[config.mk]
export PLATFORM = sky130hd
export DESIGN_NAME = mstat_unit
export DESIGN_NICKNAME = d
export VERILOG_FILES = /design/src/rtl/mstat_pkg.sv /design/src/rtl/mstat_sync.sv /design/src/rtl/mstat_ctrl_reg.sv /design/src/rtl/mstat_line_tracker.sv /design/src/rtl/mstat_unit.sv
export SDC_FILE = /design/constraint.sdc
export NUM_CORES = 1
export LEC_CHECK = 0
export BUFFER_PORTS_ARGS = -buffer_cell sky130_fd_sc_hd__buf_2
export CORE_UTILIZATION = 30
export DETAILED_ROUTE_END_ITERATION = 8
export GPL_TIMING_DRIVEN = 1
export HOLD_SLACK_MARGIN = 0.02
export PLACE_DENSITY = 0.61
export SYNTH_ARGS = -nofsm -noshare
export SYNTH_HDL_FRONTEND = slang
export SYNTH_SLANG_ARGS = --single-unit
[constraint.sdc]
create_clock -name clk -period 1.64 [get_ports clk]
set_input_delay 0.328 -clock clk [delete_from_list [all_inputs] [get_ports clk]]
set_output_delay 0.328 -clock clk [all_outputs]
set_load 0.03 [all_outputs]
[src/rtl/mstat_pkg.sv]
package mstat_pkg;
   localparam int LINE_N   = 4;
   // line index inside the status upper nibble and its change nibble
   localparam int LN_CTS   = 0;
   localparam int LN_DSR   = 1;
   localparam int LN_RI    = 2;
   localparam int LN_DCD   = 3;
   localparam logic [LINE_N-1:0] LINES_RESET = 4'b1011;

   localparam int CTRL_W   = 5;
   localparam int CB_DTR   = 0;
   localparam int CB_RTS   = 1;
   localparam int CB_OUT1  = 2;
   localparam int CB_OUT2  = 3;
   localparam int CB_LOOP  = 4;
   localparam logic [CTRL_W-1:0] CTRL_RESET = 5'b01000;

   localparam logic SEL_CTRL = 1'b0;
   localparam logic SEL_STAT = 1'b1;
endpackage

[src/rtl/mstat_sync.sv]
module mstat_sync #(
   parameter int                 WIDTH  = 4,
   parameter int                 STAGES = 2,
   parameter logic [WIDTH-1:0]   INIT   = '0
) (
   input  logic             clk,
   input  logic             rst_n,
   input  logic [WIDTH-1:0] d_in,
   output logic [WIDTH-1:0] q_out
);
   if (STAGES < 0) begin : g_bad_stages
      $error("mstat_sync: STAGES must not be negative");
   end

   for (genvar b = 0; b < WIDTH; b++) begin : g_bit
      if (STAGES == 0) begin : g_pass
         assign q_out[b] = d_in[b];
      end else begin : g_chain
         logic [STAGES-1:0] chain_q;
         always_ff @(posedge clk or negedge rst_n) begin
            if (!rst_n) chain_q <= {STAGES{INIT[b]}};
            else if (STAGES == 1) chain_q <= d_in[b];
            else chain_q <= {chain_q[STAGES-2:0], d_in[b]};
         end
         assign q_out[b] = chain_q[STAGES-1];
      end
   end
endmodule

[src/rtl/mstat_ctrl_reg.sv]
module mstat_ctrl_reg
   import mstat_pkg::*;
#(
   parameter int BUS_W = 8
) (
   input  logic              clk,
   input  logic              rst_n,
   input  logic              wr_en,
   input  logic [BUS_W-1:0]  wdata,
   output logic [CTRL_W-1:0] ctrl_q,
   output logic              pin_dtr,
   output logic              pin_rts,
   output logic              pin_out1,
   output logic              pin_out2
);
   logic loop_on;

   always_ff @(posedge clk or negedge rst_n) begin
      if (!rst_n)     ctrl_q <= CTRL_RESET;
      else if (wr_en) ctrl_q <= wdata[CTRL_W-1:0];
   end

   assign loop_on  = ctrl_q[CB_LOOP];
   assign pin_dtr  = ctrl_q[CB_DTR]  & ~loop_on;
   assign pin_rts  = ctrl_q[CB_RTS]  & ~loop_on;
   assign pin_out1 = ctrl_q[CB_OUT1] & ~loop_on;
   assign pin_out2 = ctrl_q[CB_OUT2] & ~loop_on;
endmodule

[src/rtl/mstat_line_tracker.sv]
module mstat_line_tracker
   import mstat_pkg::*;
(
   input  logic              clk,
   input  logic              rst_n,
   input  logic [LINE_N-1:0] line_src,
   input  logic              rd_clr,
   output logic [LINE_N-1:0] lines_q,
   output logic [LINE_N-1:0] delta_q
);
   logic [LINE_N-1:0] hit;

   // toggle detect per line; ring indicator only reports falls
   for (genvar i = 0; i < LINE_N; i++) begin : g_hit
      if (i == LN_RI) begin : g_fall
         assign hit[i] = lines_q[i] & ~line_src[i];
      end else begin : g_any
         assign hit[i] = lines_q[i] ^ line_src[i];
      end
   end

   always_ff @(posedge clk or negedge rst_n) begin
      if (!rst_n) begin
         lines_q <= LINES_RESET;
         delta_q <= '0;
      end else begin
         lines_q <= line_src;
         // new event outranks the clear so nothing is lost
         delta_q <= (rd_clr ? '0 : delta_q) | hit;
      end
   end
endmodule

[src/rtl/mstat_unit.sv]
module mstat_unit
   import mstat_pkg::*;
#(
   parameter int BUS_W       = 8,
   parameter int SYNC_STAGES = 2
) (
   input  logic             clk,
   input  logic             rst_n,
   input  logic             reg_sel,
   input  logic             reg_wr,
   input  logic             reg_rd,
   input  logic [BUS_W-1:0] reg_wdata,
   output logic [BUS_W-1:0] reg_rdata,
   input  logic             pin_cts,
   input  logic             pin_dsr,
   input  logic             pin_ri,
   input  logic             pin_dcd,
   output logic             pin_dtr,
   output logic             pin_rts,
   output logic             pin_out1,
   output logic             pin_out2,
   output logic             stat_chg
);
   localparam int STAT_W = 2 * LINE_N;

   if (BUS_W < STAT_W) begin : g_bad_bus
      $error("mstat_unit: BUS_W must hold the status byte");
   end

   logic [CTRL_W-1:0] ctrl_q;
   logic [LINE_N-1:0] ext_raw, ext_sync, loop_lines, line_src;
   logic [LINE_N-1:0] lines_q, delta_q;
   logic [STAT_W-1:0] status;
   logic              rd_clr;

   assign ext_raw[LN_CTS] = pin_cts;
   assign ext_raw[LN_DSR] = pin_dsr;
   assign ext_raw[LN_RI]  = pin_ri;
   assign ext_raw[LN_DCD] = pin_dcd;

   mstat_sync #(.WIDTH(LINE_N), .STAGES(SYNC_STAGES), .INIT(LINES_RESET)) u_sync (
      .clk(clk), .rst_n(rst_n), .d_in(ext_raw), .q_out(ext_sync));

   mstat_ctrl_reg #(.BUS_W(BUS_W)) u_ctrl (
      .clk(clk), .rst_n(rst_n),
      .wr_en(reg_wr && (reg_sel == SEL_CTRL)), .wdata(reg_wdata),
      .ctrl_q(ctrl_q),
      .pin_dtr(pin_dtr), .pin_rts(pin_rts), .pin_out1(pin_out1), .pin_out2(pin_out2));

   // loopback wiring of control outputs onto status inputs
   assign loop_lines[LN_CTS] = ctrl_q[CB_RTS];
   assign loop_lines[LN_DSR] = ctrl_q[CB_DTR];
   assign loop_lines[LN_RI]  = ctrl_q[CB_OUT1];
   assign loop_lines[LN_DCD] = ctrl_q[CB_OUT2];

   assign line_src = ctrl_q[CB_LOOP] ? loop_lines : ext_sync;
   assign rd_clr   = reg_rd && (reg_sel == SEL_STAT);

   mstat_line_tracker u_track (
      .clk(clk), .rst_n(rst_n), .line_src(line_src), .rd_clr(rd_clr),
      .lines_q(lines_q), .delta_q(delta_q));

   assign status    = {lines_q, delta_q};
   assign stat_chg  = |delta_q;
   assign reg_rdata = (reg_sel == SEL_STAT) ? BUS_W'(status) : BUS_W'(ctrl_q);
endmodule

==> impl_metrics.py <==
metrics = {
    "run_status": {
        "outcome": "complete, but fails checks",
        "violations": "negative setup slack",
    },
    "global_route": {
        "antenna_found_initial": 0,
        "grt_max_degree": 22,
        "gr-total-overflow": 0,
        "grt_first_pass_wirelength_mm": 2.45,
        "grtUsageTotal_pct": 10.2,
        "first_global_vias": 551,
    },
    "job": {
        "cap_viol_max_count": 0,
    },
    "synth": {
        "avgSynthCellArea_um2": 14.6,
        "synth_warnings": 0,
        "synthesis.nets": 76,
        "synth.top_cell.area_share_pct": 31.9,
        "synth-compound-area-share_pct": 0.580,
        "synthSimpleGateAreaFrac_pct": 12.2,
        "synth_xor_area_share_pct": 3.04,
        "synth_top_cell_by_area": "dfrtp_1",
        "synth.area.mux_share_pct": 19.6,
        "ys_ff_latch": 21,
        "ys.flop_type": "dfrtp_1",
        "synth-edff-count": 0,
        "synth_commonest_cells": "dfrtp_1 (11), mux2_2 (11), dfstp_2 (10), nand2_1 (8), and2b_2 (4)",
        "synth-seq-area-share_pct": 62.3,
        "postSynth.asyncResetShare_pct": 100,
        "syn_inst": 59,
        "synth_area_um2": 863,
        "synth_area_leaders": "dfrtp_1 (32%), dfstp_2 (30%), mux2_2 (14%)",
        "synthAdderAreaFrac_pct": 0,
        "ys_types": 14,
        "synth_top_family_by_area": "multiplexers",
    },
    "route": {
        "ant_nets": 0,
        "wirelength_mm": 1.46,
        "avgViaCountPerCell": 4.45,
        "dr.pass1.iters": 1,
        "avgRoutedWirePerCell_um": 12.0,
        "drc": 0,
        "drt_iter0_drc": 0,
        "vias": 543,
    },
    "sta": {
        "maxSlewViolCount": 0,
        "max-slew-margin-rel_pct": 70.1,
        "fin_skew_ns": 0.00421,
        "grt_setup_unrepaired": "yes",
        "fin_crit_ns": 1.71,
        "final-hold-violation-count": 0,
        "worstMarginPinSlew_ns": 0.449,
        "fmax_mhz": 583,
        "hold_ws_ns": 0.106,
        "min_period_over_period_pct": 105,
        "fin_ws_ns": -0.0742,
        "setup_viol": 1,
    },
    "floorplan": {
        "coreArea_um2": 2730,
        "die_h_um": 55.6,
        "core.rowCount": 19,
        "pin_count": 30,
        "initial_core_util_pct": 31.6,
        "die_w_um": 55.6,
        "fp.dieArea_um2": 3100,
    },
    "clocking": {
        "path_clk_slew_ns": 0.12,
        "clk_latency_ns": 0.30,
        "htree_levels": 1,
        "cts_sinks": 21,
        "cts_buffers": 3,
        "root_buffer": "clkbuf_4",
        "cts_tree": "built",
        "cts_buffer_depth": 2,
    },
    "cells_and_area": {
        "drive_gt1_share_pct": 70.3,
        "nets": 109,
        "area_growth_pct": 25.9,
        "diodes": 0,
        "fin_util_pct": 39.8,
    },
    "worst_hold_path": {
        "hold_class": "primary input to register",
    },
    "power_and_ir_drop": {
        "p_int_mw": 0.869,
        "p_sw_mw": 0.410,
        "power_leakage_nw": 0.512,
        "clockPowerShare_pct": 19.4,
        "ir_drop_uv": 592,
        "p_seq_share_pct": 51.7,
        "combPwrFrac_pct": 29.0,
        "power_density_nw_per_um2": 1180,
        "p_sw_share_pct": 32.0,
    },
    "place": {
        "place_ws_ns": 0.209,
        "place_congestion": 0.667,
        "io_buffers": 26,
    },
    "setup_path": {
        "startpoint_type": "register",
        "critical_path_class": "register to primary output",
        "cp.arrival_ns": 1.39,
        "required_ns": 1.31,
        "critPathMaxFanout": 2,
        "crit_path_end_kind": "primary output",
    },
}
==> routing by layer <==
| metal | share of wire [%] | global-route usage [%] |
|---|---|---|
| met1 | 44 | 13.6 |
| met2 | 49 | 15.5 |
| met3 | 6.5 | 2.33 |
| met4 | 0.48 | 5.36 |
| met5 | 0 | 0 |
==> metrics by stage <==
stage	cell area (um2)	power, mW	setup TNS, ns	cells
6_report	1090	1.28	-0.0742	122
3_5_place_dp	1020	1.02	0	114
3_3_place_gp	1020	1.01	0	114
5_1_grt	1090	1.35	-0.111	122
2_1_floorplan	863	0.922	0	59
4_1_cts	1080	1.29	-0.0865	121
==> cell usage in the layout, fill, tap and decap left out, drive strengths merged <==
cell type | Yosys | routed
clkinv | 0 | 1
buf | 2 | 29
o21ai | 1 | 1
and2b | 4 | 4
dlygate4sd3 | 0 | 1
inv | 1 | 1
mux2 | 14 | 14
and2 | 3 | 3
clkbuf | 0 | 3
dfstp | 10 | 10
nand2 | 8 | 8
xnor2 | 3 | 3
dfrtp | 11 | 11
or4 | 1 | 1
nor2b | 1 | 1
==> path summary, 6_finish.rpt <==
| kind | startpoint | endpoint | slack [ns] | depth (start not counted) |
|---|---|---|---|---|
| min in group asynchronous | rst_n | u_ctrl.ctrl_q[1] | 0.48 | 2 |
| max | u_track.delta_q[0] | stat_chg | -0.07 | 2 |
| min reg2reg | u_sync.g_bit[1].g_chain.chain_q[0] | u_sync.g_bit[1].g_chain.chain_q[1] | 0.36 | 0 |
| max reg2reg | u_ctrl.ctrl_q[4] | u_track.delta_q[1] | 0.36 | 4 |
| min | pin_dsr | u_sync.g_bit[1].g_chain.chain_q[0] | 0.11 | 1 |
| max in group asynchronous | rst_n | u_track.lines_q[3] | 0.81 | 2 |
==> cells by family after synthesis <==
family	after synthesis
DFF	21
xor gates and xnor gates	3
muxes	14
and+or+nand+nor	17
AOI/OAI and AO/OA	1
buffers and inverters	3
==> sequential cells by signal, indices dropped and copies added (netlist names) <==
| register | flops |
|---|---|
| u_sync.g_bit.g_chain.chain_q | 8 |
| u_ctrl.ctrl_q | 5 |
| u_track.delta_q | 4 |
| u_track.lines_q | 4 |
==> worst max-delay path: stages (launching register included) <==
cell and delay [ns]:
dfrtp_1 0.40, or4_4 0.53, buf_6 0.15
==> final cells by class <==
| class | count | area [um2] |
|---|---|---|
| Inverter | 1 | 3.75 |
| Timing Repair Buffer | 30 | 169 |
| Tap cell | 31 | 38.8 |
| Fill cell | 274 | 1650 |
| Clock inverter | 1 | 5.00 |
| Sequential cell | 21 | 539 |
| Multi-Input combinational cell | 35 | 309 |
| Clock buffer | 3 | 22.5 |
==> repair_timing <==
action,4_1_cts,5_1_grt
gates resized for setup,4,0
setup endpoints to repair,6,3
hold endpoints to repair,11,0
buffers inserted,2,1
pin swaps,0,1
hold buffers,1,0
==> power by group through the flow <==
stage,clock (mW),sequential (mW),combinational (mW)
2_1_floorplan,0,0.647,0.275
3_3_place_gp,0,0.671,0.338
3_5_place_dp,0,0.675,0.341
4_1_cts,0.255,0.665,0.366
5_1_grt,0.273,0.672,0.400
6_report,0.248,0.661,0.370
No activity file was read; power rests on OpenSTA's default activity.
